**config.mk**
```make
export PLATFORM = sky130hd
export DESIGN_NAME = gpio_pad_port
export DESIGN_NICKNAME = d
export VERILOG_FILES = /design/src/rtl/gpio_port_pkg.sv /design/src/rtl/gpio_port_ctrl.sv /design/src/rtl/gpio_pin_in.sv /design/src/rtl/gpio_port_dpath.sv /design/src/rtl/gpio_pad_port.sv
export SDC_FILE = /design/constraint.sdc
export NUM_CORES = 1
export LEC_CHECK = 0
export ABC_AREA = 1
export BUFFER_PORTS_ARGS = -buffer_cell sky130_fd_sc_hd__clkbuf_2
export CAP_MARGIN = 40
export CORE_UTILIZATION = 54
export CTS_CLUSTER_DIAMETER = 80
export CTS_CLUSTER_SIZE = 28
export DETAILED_ROUTE_END_ITERATION = 12
export GPL_TIMING_DRIVEN = 0
export PLACE_DENSITY = 0.85
export SETUP_SLACK_MARGIN = 0.2
export SLEW_MARGIN = 20
export SYNTH_ARGS = -nofsm -noshare
export SYNTH_HDL_FRONTEND = slang
export SYNTH_HIERARCHICAL = 1
export SYNTH_SLANG_ARGS = --single-unit
```
**constraint.sdc**
```tcl
create_clock -name clk -period 3.3 [get_ports clk]
set_input_delay 0.99 -clock clk [delete_from_list [all_inputs] [get_ports clk]]
set_output_delay 0.99 -clock clk [all_outputs]
set_load 0.05 [all_outputs]
```
**src/rtl/gpio_port_pkg.sv**
```systemverilog
package gpio_port_pkg;

  // Word offsets of the port registers
  localparam int OFF_OUT    = 0;
  localparam int OFF_OUTSET = 1;
  localparam int OFF_OUTCLR = 2;
  localparam int OFF_IN     = 3;
  localparam int OFF_DIR    = 4;
  localparam int OFF_DIRSET = 5;
  localparam int OFF_DIRCLR = 6;
  localparam int OFF_STAT   = 7;
  localparam int OFF_CFG    = 64;

  // Configuration word fields
  localparam int CFG_DIR_BIT  = 0;
  localparam int CFG_DISC_BIT = 1;
  localparam int CFG_PULL_LO  = 2;
  localparam int CFG_DRV_LO   = 8;

  localparam logic [1:0] PULL_DOWN = 2'b01;
  localparam logic [1:0] PULL_UP   = 2'b11;

  typedef enum logic [2:0] {
    SEL_NONE, SEL_OUT, SEL_IN, SEL_DIR, SEL_STAT, SEL_CFG
  } rd_sel_e;

  typedef struct packed {
    logic    outWr;
    logic    outSet;
    logic    outClr;
    logic    dirWr;
    logic    dirSet;
    logic    dirClr;
    logic    statClr;
    logic    cfgWr;
    rd_sel_e rdSel;
  } strobe_t;

endpackage

```
**src/rtl/gpio_port_ctrl.sv**
```systemverilog
module gpio_port_ctrl
  import gpio_port_pkg::*;
#(
  parameter int ADDR_W = 7,
  parameter int NPINS  = 32,
  localparam int IDX_W = $clog2(NPINS)
) (
  input  logic              clk,
  input  logic              rst_n,
  input  logic              busWrite,
  input  logic [ADDR_W-1:0] busAddr,
  output strobe_t           strobe,
  output logic [IDX_W-1:0]  cfgIdx
);

  localparam logic [ADDR_W-1:0] A_OUT  = ADDR_W'(OFF_OUT);
  localparam logic [ADDR_W-1:0] A_OSET = ADDR_W'(OFF_OUTSET);
  localparam logic [ADDR_W-1:0] A_OCLR = ADDR_W'(OFF_OUTCLR);
  localparam logic [ADDR_W-1:0] A_IN   = ADDR_W'(OFF_IN);
  localparam logic [ADDR_W-1:0] A_DIR  = ADDR_W'(OFF_DIR);
  localparam logic [ADDR_W-1:0] A_DSET = ADDR_W'(OFF_DIRSET);
  localparam logic [ADDR_W-1:0] A_DCLR = ADDR_W'(OFF_DIRCLR);
  localparam logic [ADDR_W-1:0] A_STAT = ADDR_W'(OFF_STAT);
  localparam logic [ADDR_W-1:0] A_CFG  = ADDR_W'(OFF_CFG);
  localparam logic [ADDR_W-1:0] A_CFGE = ADDR_W'(OFF_CFG + NPINS);

  logic cfgHit;
  logic [ADDR_W-1:0] cfgOff;

  assign cfgHit = (busAddr >= A_CFG) && (busAddr < A_CFGE);
  assign cfgOff = busAddr - A_CFG;
  assign cfgIdx = cfgOff[IDX_W-1:0];

  always_comb begin
    strobe        = '0;
    strobe.rdSel  = SEL_NONE;
    strobe.cfgWr  = busWrite && cfgHit;
    if (cfgHit) strobe.rdSel = SEL_CFG;
    case (busAddr)
      A_OUT:  begin strobe.outWr   = busWrite; strobe.rdSel = SEL_OUT;  end
      A_OSET: begin strobe.outSet  = busWrite; strobe.rdSel = SEL_OUT;  end
      A_OCLR: begin strobe.outClr  = busWrite; strobe.rdSel = SEL_OUT;  end
      A_IN:   begin                            strobe.rdSel = SEL_IN;   end
      A_DIR:  begin strobe.dirWr   = busWrite; strobe.rdSel = SEL_DIR;  end
      A_DSET: begin strobe.dirSet  = busWrite; strobe.rdSel = SEL_DIR;  end
      A_DCLR: begin strobe.dirClr  = busWrite; strobe.rdSel = SEL_DIR;  end
      A_STAT: begin strobe.statClr = busWrite; strobe.rdSel = SEL_STAT; end
      default: ;
    endcase
  end

  // Only one register may be written in a cycle
  assert_one_strobe_R2: assert property (@(posedge clk) disable iff (!rst_n)
    $onehot0({strobe.outWr, strobe.outSet, strobe.outClr, strobe.dirWr,
              strobe.dirSet, strobe.dirClr, strobe.statClr, strobe.cfgWr}));

endmodule

```
**src/rtl/gpio_pin_in.sv**
```systemverilog
module gpio_pin_in
  import gpio_port_pkg::*;
(
  input  logic       clk,
  input  logic       rst_n,
  input  logic       dirBit,
  input  logic       outBit,
  input  logic       discBit,
  input  logic [1:0] pullSel,
  input  logic       extDriven,
  input  logic       extLevel,
  output logic       inBit,
  output logic       clash
);

  logic nextIn;

  always_comb begin
    if (discBit)                nextIn = 1'b0;
    else if (dirBit)            nextIn = outBit;
    else if (extDriven)         nextIn = extLevel;
    else if (pullSel == PULL_UP)   nextIn = 1'b1;
    else if (pullSel == PULL_DOWN) nextIn = 1'b0;
    else                        nextIn = inBit;
  end

  always_ff @(posedge clk or negedge rst_n) begin
    if (!rst_n) inBit <= 1'b0;
    else        inBit <= nextIn;
  end

  assign clash = dirBit && extDriven && (extLevel != outBit);

  assert_disc_zero_R8: assert property (@(posedge clk) disable iff (!rst_n)
    discBit |=> !inBit);

  assert_loopback_R9: assert property (@(posedge clk) disable iff (!rst_n)
    (!discBit && dirBit) |=> (inBit == $past(outBit)));

  assert_float_hold_R6: assert property (@(posedge clk) disable iff (!rst_n)
    (!discBit && !dirBit && !extDriven && !pullSel[0]) |=> $stable(inBit));

endmodule

```
**src/rtl/gpio_port_dpath.sv**
```systemverilog
module gpio_port_dpath
  import gpio_port_pkg::*;
#(
  parameter int DATA_W = 32,
  parameter int NPINS  = 32,
  localparam int IDX_W = $clog2(NPINS)
) (
  input  logic              clk,
  input  logic              rst_n,
  input  strobe_t           strobe,
  input  logic [IDX_W-1:0]  cfgIdx,
  input  logic              busRead,
  input  logic [DATA_W-1:0] busWdata,
  output logic [DATA_W-1:0] busRdata,
  input  logic [NPINS-1:0]  padIn,
  input  logic [NPINS-1:0]  padDriven,
  output logic [NPINS-1:0]  outReg,
  output logic [NPINS-1:0]  dirReg,
  output logic              conflict
);

  logic [NPINS-1:0] wdPins;
  logic [NPINS-1:0] discReg;
  logic [1:0]       pullReg  [NPINS];
  logic [2:0]       drvReg   [NPINS];
  logic [NPINS-1:0] inVec;
  logic [NPINS-1:0] clashVec;
  logic [DATA_W-1:0] cfgWord;

  assign wdPins = busWdata[NPINS-1:0];

  always_ff @(posedge clk or negedge rst_n) begin
    if (!rst_n) begin
      outReg   <= '0;
      dirReg   <= '0;
      discReg  <= '1;
      conflict <= 1'b0;
      for (int i = 0; i < NPINS; i++) begin
        pullReg[i] <= 2'b00;
        drvReg[i]  <= 3'b000;
      end
    end else begin
      if (strobe.outWr)  outReg <= wdPins;
      if (strobe.outSet) outReg <= outReg | wdPins;
      if (strobe.outClr) outReg <= outReg & ~wdPins;
      if (strobe.dirWr)  dirReg <= wdPins;
      if (strobe.dirSet) dirReg <= dirReg | wdPins;
      if (strobe.dirClr) dirReg <= dirReg & ~wdPins;
      if (strobe.cfgWr) begin
        dirReg[cfgIdx]  <= busWdata[CFG_DIR_BIT];
        discReg[cfgIdx] <= busWdata[CFG_DISC_BIT];
        pullReg[cfgIdx] <= busWdata[CFG_PULL_LO +: 2];
        drvReg[cfgIdx]  <= busWdata[CFG_DRV_LO +: 3];
      end
      if (|clashVec)                          conflict <= 1'b1;
      else if (strobe.statClr && busWdata[0]) conflict <= 1'b0;
    end
  end

  for (genvar p = 0; p < NPINS; p++) begin : g_pin
    gpio_pin_in u_pin (
      .clk       (clk),
      .rst_n     (rst_n),
      .dirBit    (dirReg[p]),
      .outBit    (outReg[p]),
      .discBit   (discReg[p]),
      .pullSel   (pullReg[p]),
      .extDriven (padDriven[p]),
      .extLevel  (padIn[p]),
      .inBit     (inVec[p]),
      .clash     (clashVec[p])
    );
  end

  always_comb begin
    cfgWord = '0;
    cfgWord[CFG_DIR_BIT]      = dirReg[cfgIdx];
    cfgWord[CFG_DISC_BIT]     = discReg[cfgIdx];
    cfgWord[CFG_PULL_LO +: 2] = pullReg[cfgIdx];
    cfgWord[CFG_DRV_LO +: 3]  = drvReg[cfgIdx];
  end

  always_comb begin
    busRdata = '0;
    if (busRead) begin
      case (strobe.rdSel)
        SEL_OUT:  busRdata = DATA_W'(outReg);
        SEL_IN:   busRdata = DATA_W'(inVec);
        SEL_DIR:  busRdata = DATA_W'(dirReg);
        SEL_STAT: busRdata = DATA_W'(conflict);
        SEL_CFG:  busRdata = cfgWord;
        default:  busRdata = '0;
      endcase
    end
  end

  assert_outset_R2: assert property (@(posedge clk) disable iff (!rst_n)
    strobe.outSet |=> (outReg == ($past(outReg) | $past(wdPins))));

  assert_dirclr_R3: assert property (@(posedge clk) disable iff (!rst_n)
    strobe.dirClr |=> (dirReg == ($past(dirReg) & ~$past(wdPins))));

  assert_conflict_sticky_R11: assert property (@(posedge clk) disable iff (!rst_n)
    (conflict && !(strobe.statClr && busWdata[0])) |=> conflict);

  assert_clash_sets_R11: assert property (@(posedge clk) disable iff (!rst_n)
    (|clashVec) |=> conflict);

endmodule

```
**src/rtl/gpio_pad_port.sv**
```systemverilog
module gpio_pad_port
  import gpio_port_pkg::*;
#(
  parameter int ADDR_W = 7,
  parameter int DATA_W = 32,
  parameter int NPINS  = 32
) (
  input  logic              clk,
  input  logic              rst_n,
  input  logic              busRead,
  input  logic              busWrite,
  input  logic [ADDR_W-1:0] busAddr,
  input  logic [DATA_W-1:0] busWdata,
  output logic [DATA_W-1:0] busRdata,
  input  logic [NPINS-1:0]  padIn,
  input  logic [NPINS-1:0]  padDriven,
  output logic [NPINS-1:0]  padOut,
  output logic [NPINS-1:0]  padOe,
  output logic              conflict
);

  localparam int IDX_W = $clog2(NPINS);

  strobe_t          strobe;
  logic [IDX_W-1:0] cfgIdx;

  gpio_port_ctrl #(.ADDR_W(ADDR_W), .NPINS(NPINS)) u_ctrl (
    .clk      (clk),
    .rst_n    (rst_n),
    .busWrite (busWrite),
    .busAddr  (busAddr),
    .strobe   (strobe),
    .cfgIdx   (cfgIdx)
  );

  gpio_port_dpath #(.DATA_W(DATA_W), .NPINS(NPINS)) u_dpath (
    .clk       (clk),
    .rst_n     (rst_n),
    .strobe    (strobe),
    .cfgIdx    (cfgIdx),
    .busRead   (busRead),
    .busWdata  (busWdata),
    .busRdata  (busRdata),
    .padIn     (padIn),
    .padDriven (padDriven),
    .outReg    (padOut),
    .dirReg    (padOe),
    .conflict  (conflict)
  );

endmodule

```
==> flow_summary.rst <==
.. list-table::
   :header-rows: 1

   * - Metric
     - Value
   * - Final setup slack of the worst path
     - -0.565 ns
   * - Final-layout fill cell count
     - 2440
   * - Area used by multi-input combinational logic
     - 8410 um2
   * - CTS Root Cell
     - sky130_fd_sc_hd__clkbuf_16
   * - Path class of the lowest-slack min-delay path
     - in -> async
   * - CP Launch Type
     - primary input
   * - Drt total wl
     - 67000 um
   * - Setup TNS
     - -15.82 ns
   * - Register area share after synthesis
     - 0.434
   * - Share of Yosys cell area claimed by the top area cell type
     - 0.384
   * - Placement Rows
     - 64
   * - Mapped Avg Cell Area
     - 7.09 um2
   * - Die extent in x
     - 178 um
   * - Share of the synthesized netlist area taken by xor and xnor gates
     - 0.0167
   * - Leading cell types by total area after synthesis
     - sky130_fd_sc_hd__dfrtp_1 (38%), sky130_fd_sc_hd__nand2_1 (22%), sky130_fd_sc_hd__o21ai_0 (8.4%)
   * - Number of diodes
     - 0
   * - Pin count of the biggest net entering global routing
     - 87
   * - Area of the core
     - 30600 um2
   * - Clock buffer depth
     - 3
   * - Violations in the final reports
     - setup timing
   * - Setup-violating endpoint count in the final report
     - 32
   * - Proportion of register bits with asynchronous set or reset after synthesis
     - 1.00
   * - Worst-Margin Slew
     - 0.963 ns
   * - Total power
     - 9.93 mW
   * - Clock-pin slew on the worst setup and hold paths
     - 0.10 ns
   * - Count of boundary I/O pins
     - 204
   * - Synthesized-area fraction occupied by ao, oa, aoi and oai cells
     - 0.172
   * - Total half-perimeter wirelength after legalization and detailed placement
     - 46100 um
   * - DRC marker count from the first detailed-route iteration
     - 2251
   * - Wire length of the first global-routing pass
     - 98000 um
   * - Overall global routing resource usage
     - 0.418
   * - Final clock skew
     - 0.0229 ns
   * - Kind of capture point of the worst setup path
     - output pin
   * - Relative contribution of sequential cells to total power
     - 0.467
   * - Total global routing overflow
     - 0
   * - Post-route DRC violation count
     - 0
   * - Share of layout cells above drive strength 1
     - 0.231
   * - Number of synthesized flops with an enable pin
     - 0
   * - Final worst-path cycle share
     - 1.17
   * - Final count of hold timing violations
     - 0
   * - Area grow syn2layout
     - 26.3%
   * - Count of TritonRoute iterations in the first routing pass
     - 9
   * - Placer congestion estimate
     - 1.02
   * - H-tree lvl count
     - 1
   * - Via/cell ratio
     - 5.99
   * - Die footprint
     - 31700 um2
   * - Unrepaired setup endpoints after global routing
     - yes
   * - TritonCTS clock tree
     - built
   * - Cell type contributing the most total cell area after synthesis
     - sky130_fd_sc_hd__dfrtp_1
   * - Power Density
     - 469 nW/um2
   * - Count of buffers inserted at the top-level ports
     - 202
   * - Global routing met3 resource utilization
     - 0.106
   * - Total via count after detailed routing
     - 18181
   * - Most common cell in the netlist
     - sky130_fd_sc_hd__nand2_1
   * - Antenna violation net count after detailed routing
     - 0
   * - Maximum frequency from static timing analysis
     - 259 MHz
   * - Sinks on Clock Net
     - 289
   * - Net total in the final layout
     - 2740
   * - Worst IR drop on VDD
     - 0.579 mV
   * - Number of global-route vias before repair
     - 16888
   * - Largest family of logic cells by synthesized area
     - simple AND/OR/NAND/NOR gates
   * - Worst-skew pair later-pin latency
     - 0.54 ns
   * - Post-detailed-route wirelength per cell
     - 22.1 um
   * - Tightest slew margin relative to the limit
     - 0.358
   * - Top FF cell, synth
     - sky130_fd_sc_hd__dfrtp_1
   * - Final critical path time including I/O delays and setup
     - 3.87 ns
   * - CTS buffer count
     - 15
   * - Starting density of the core
     - 0.548
   * - Synth Register Bits
     - 289
   * - Number of antenna violations at the first check in global routing
     - 0
   * - Result of the run
     - finished with violations
   * - Synthesized netlist cell count
     - 2363
   * - Max-capacitance violation count
     - 0
   * - Leakage dissipation
     - 10.2 nW
   * - Syn_nets
     - 2470
   * - Syn Std Cell Area
     - 16800 um2
   * - Met2 routing resource usage after global routing
     - 0.637
   * - Most used routing layer
     - met2
   * - Height of the die
     - 178 um
   * - Internal
     - 5.98 mW
   * - Number of synthesis warnings
     - 6
   * - Req. time, crit path
     - 2.31 ns
   * - Post-cts hold buffer count
     - 0
   * - Met1 Track Usage GR
     - 0.538
   * - Simple-gate share of the synthesized area
     - 0.278
   * - Synth Area in Adders
     - 0
   * - Post-synth cell types
     - 33
   * - Post-synthesis mux area share
     - 0
   * - Switching part of the total
     - 0.397
   * - Critical path class
     - in -> out
   * - Proportion of power drawn by combinational gates
     - 0.315
   * - Top post-synthesis cells by count
     - sky130_fd_sc_hd__nand2_1 (984), sky130_fd_sc_hd__o21ai_0 (282), sky130_fd_sc_hd__dfrtp_1 (257)
   * - Biggest fanout along the worst timing path
     - 5
   * - Crit path arrival time
     - 2.88 ns
   * - Max-slew violation count
     - 0
   * - Fraction of power consumed by the clock network
     - 0.218
   * - Area of all sequential standard cells
     - 7270 um2
   * - Psw
     - 3.94 mW
## final timing paths
| kind | startpoint | to | slack, ns | cells past startpoint |
|---|---|---|---|---|
| max | busAddr[5] | busRdata[6] | -0.57 | 15 |
| min | rst_n | u_dpath/g_pin[19].u_pin/inBit | 0.41 | 1 |
| max reg2reg | u_dpath/outReg[20] | u_dpath/conflict | 0.86 | 6 |
| min reg2reg | u_dpath/drvReg[21] | u_dpath/drvReg[21] | 0.50 | 2 |
| max in group asynchronous | rst_n | u_dpath/discReg[3] | 1.59 | 3 |
| min in group clk | u_dpath/drvReg[21] | u_dpath/drvReg[21] | 0.50 | 2 |
## placed cells by master, fill, tap and decap left out, types with 3 or more instances in the layout
cell / instances
sky130_fd_sc_hd__buf_8: 30
sky130_fd_sc_hd__buf_12: 10
sky130_fd_sc_hd__clkbuf_2: 167
sky130_fd_sc_hd__inv_2: 44
sky130_fd_sc_hd__o22ai_1: 16
sky130_fd_sc_hd__clkinvlp_4: 26
sky130_fd_sc_hd__a221oi_4: 6
sky130_fd_sc_hd__clkbuf_8: 9
sky130_fd_sc_hd__dfrtp_1: 257
sky130_fd_sc_hd__nand3_1: 44
sky130_fd_sc_hd__nor3_2: 35
sky130_fd_sc_hd__a21oi_1: 65
sky130_fd_sc_hd__nor2_4: 4
sky130_fd_sc_hd__nand3_2: 5
sky130_fd_sc_hd__o21ai_1: 10
sky130_fd_sc_hd__o21bai_1: 32
sky130_fd_sc_hd__a32o_1: 32
sky130_fd_sc_hd__xnor2_1: 32
sky130_fd_sc_hd__nand2_4: 12
sky130_fd_sc_hd__buf_6: 24
sky130_fd_sc_hd__buf_2: 17
sky130_fd_sc_hd__nor3_4: 8
sky130_fd_sc_hd__dlygate4sd1_1: 3
sky130_fd_sc_hd__dfstp_2: 32
sky130_fd_sc_hd__inv_1: 197
sky130_fd_sc_hd__nor4_1: 8
sky130_fd_sc_hd__o21ai_0: 276
sky130_fd_sc_hd__buf_16: 5
sky130_fd_sc_hd__clkinv_8: 3
sky130_fd_sc_hd__a21oi_4: 7
sky130_fd_sc_hd__o21ai_2: 8
sky130_fd_sc_hd__buf_4: 37
sky130_fd_sc_hd__nand2_2: 56
sky130_fd_sc_hd__clkbuf_1: 53
sky130_fd_sc_hd__clkbuf_16: 43
sky130_fd_sc_hd__nor2_1: 38
sky130_fd_sc_hd__nand2_1: 919
sky130_fd_sc_hd__o211ai_1: 40
sky130_fd_sc_hd__nor2_2: 10
## final cells by class
class                   instances  area share
repair buffers                253       0.108
well taps                     396      0.0234
clock buffers                  18      0.0183
inverters                     270      0.0542
clock inverters                 6     0.00308
flip-flops and latches        289       0.344
multi-input cells            1671       0.397
plain buffers                 133      0.0524
## layer usage
metal	wire, um	part of all wire
met1	24700	0.37
met2	29500	0.44
met3	8230	0.12
met4	4550	0.068
met5	0	0
## timing repair
item	4_1_cts	5_1_grt
cloned	10	3
setup buffers	19	9
gates resized for setup	243	85
pin swaps	37	26
endpoints found under the setup margin	42	46
## stage by stage
stage,worst slack [ns],util,instance area (um2),cells,hold slack [ns]
after global routing,-0.622,0.692,21200,3036,0.467
after detailed placement,-1.08,0.614,18800,2967,0.472
final,-0.565,0.692,21200,3036,0.413
after CTS,-0.439,0.678,20700,3020,0.446
after global placement,-4.90,0.610,18700,2961,0.465
after floorplan,-0.0376,-,17100,2363,0.453
## sequential cells by signal, indices dropped and copies added, names as in the netlist
signal                     flops
u_dpath/drvReg                96
u_dpath/g_pin.u_pin/inBit     32
u_dpath/pullReg               64
u_dpath/dirReg                32
u_dpath/discReg               32
u_dpath/outReg                32
u_dpath/conflict               1
## cells by family (layout without fill, tap and decap cells)
| kind of cell | count (synthesis) | count (layout) |
|---|---|---|
| simple gates | 1145 | 1145 |
| compound gates | 494 | 494 |
| buf+inv | 403 | 680 |
| flops | 289 | 289 |
| xor+xnor | 32 | 32 |
## worst max-delay path, cell delays in order
cell                         delay (ns)
sky130_fd_sc_hd__clkbuf_16         0.14
sky130_fd_sc_hd__inv_16            0.06
sky130_fd_sc_hd__nand2_4           0.05
sky130_fd_sc_hd__nor2_4            0.11
sky130_fd_sc_hd__nand2_2           0.07
sky130_fd_sc_hd__nor2_4            0.17
sky130_fd_sc_hd__inv_2             0.08
sky130_fd_sc_hd__nor3_4            0.21
sky130_fd_sc_hd__buf_6             0.19
sky130_fd_sc_hd__clkbuf_16         0.20
sky130_fd_sc_hd__nand2_4           0.05
sky130_fd_sc_hd__o211ai_1          0.10
sky130_fd_sc_hd__nand2_1           0.14
sky130_fd_sc_hd__clkinvlp_4        0.14
sky130_fd_sc_hd__clkbuf_16         0.16
## power groups by stage
stage / registers (mW) / logic, mW / clock network (mW)
after floorplan: 5.07 / 1.42 / 0
after global placement: 4.62 / 2.72 / 0
after detailed placement: 4.65 / 2.81 / 0
after CTS: 4.59 / 2.99 / 2.17
after global routing: 4.69 / 3.36 / 2.28
final: 4.64 / 3.13 / 2.16
Power figures use the tool's default switching activity.
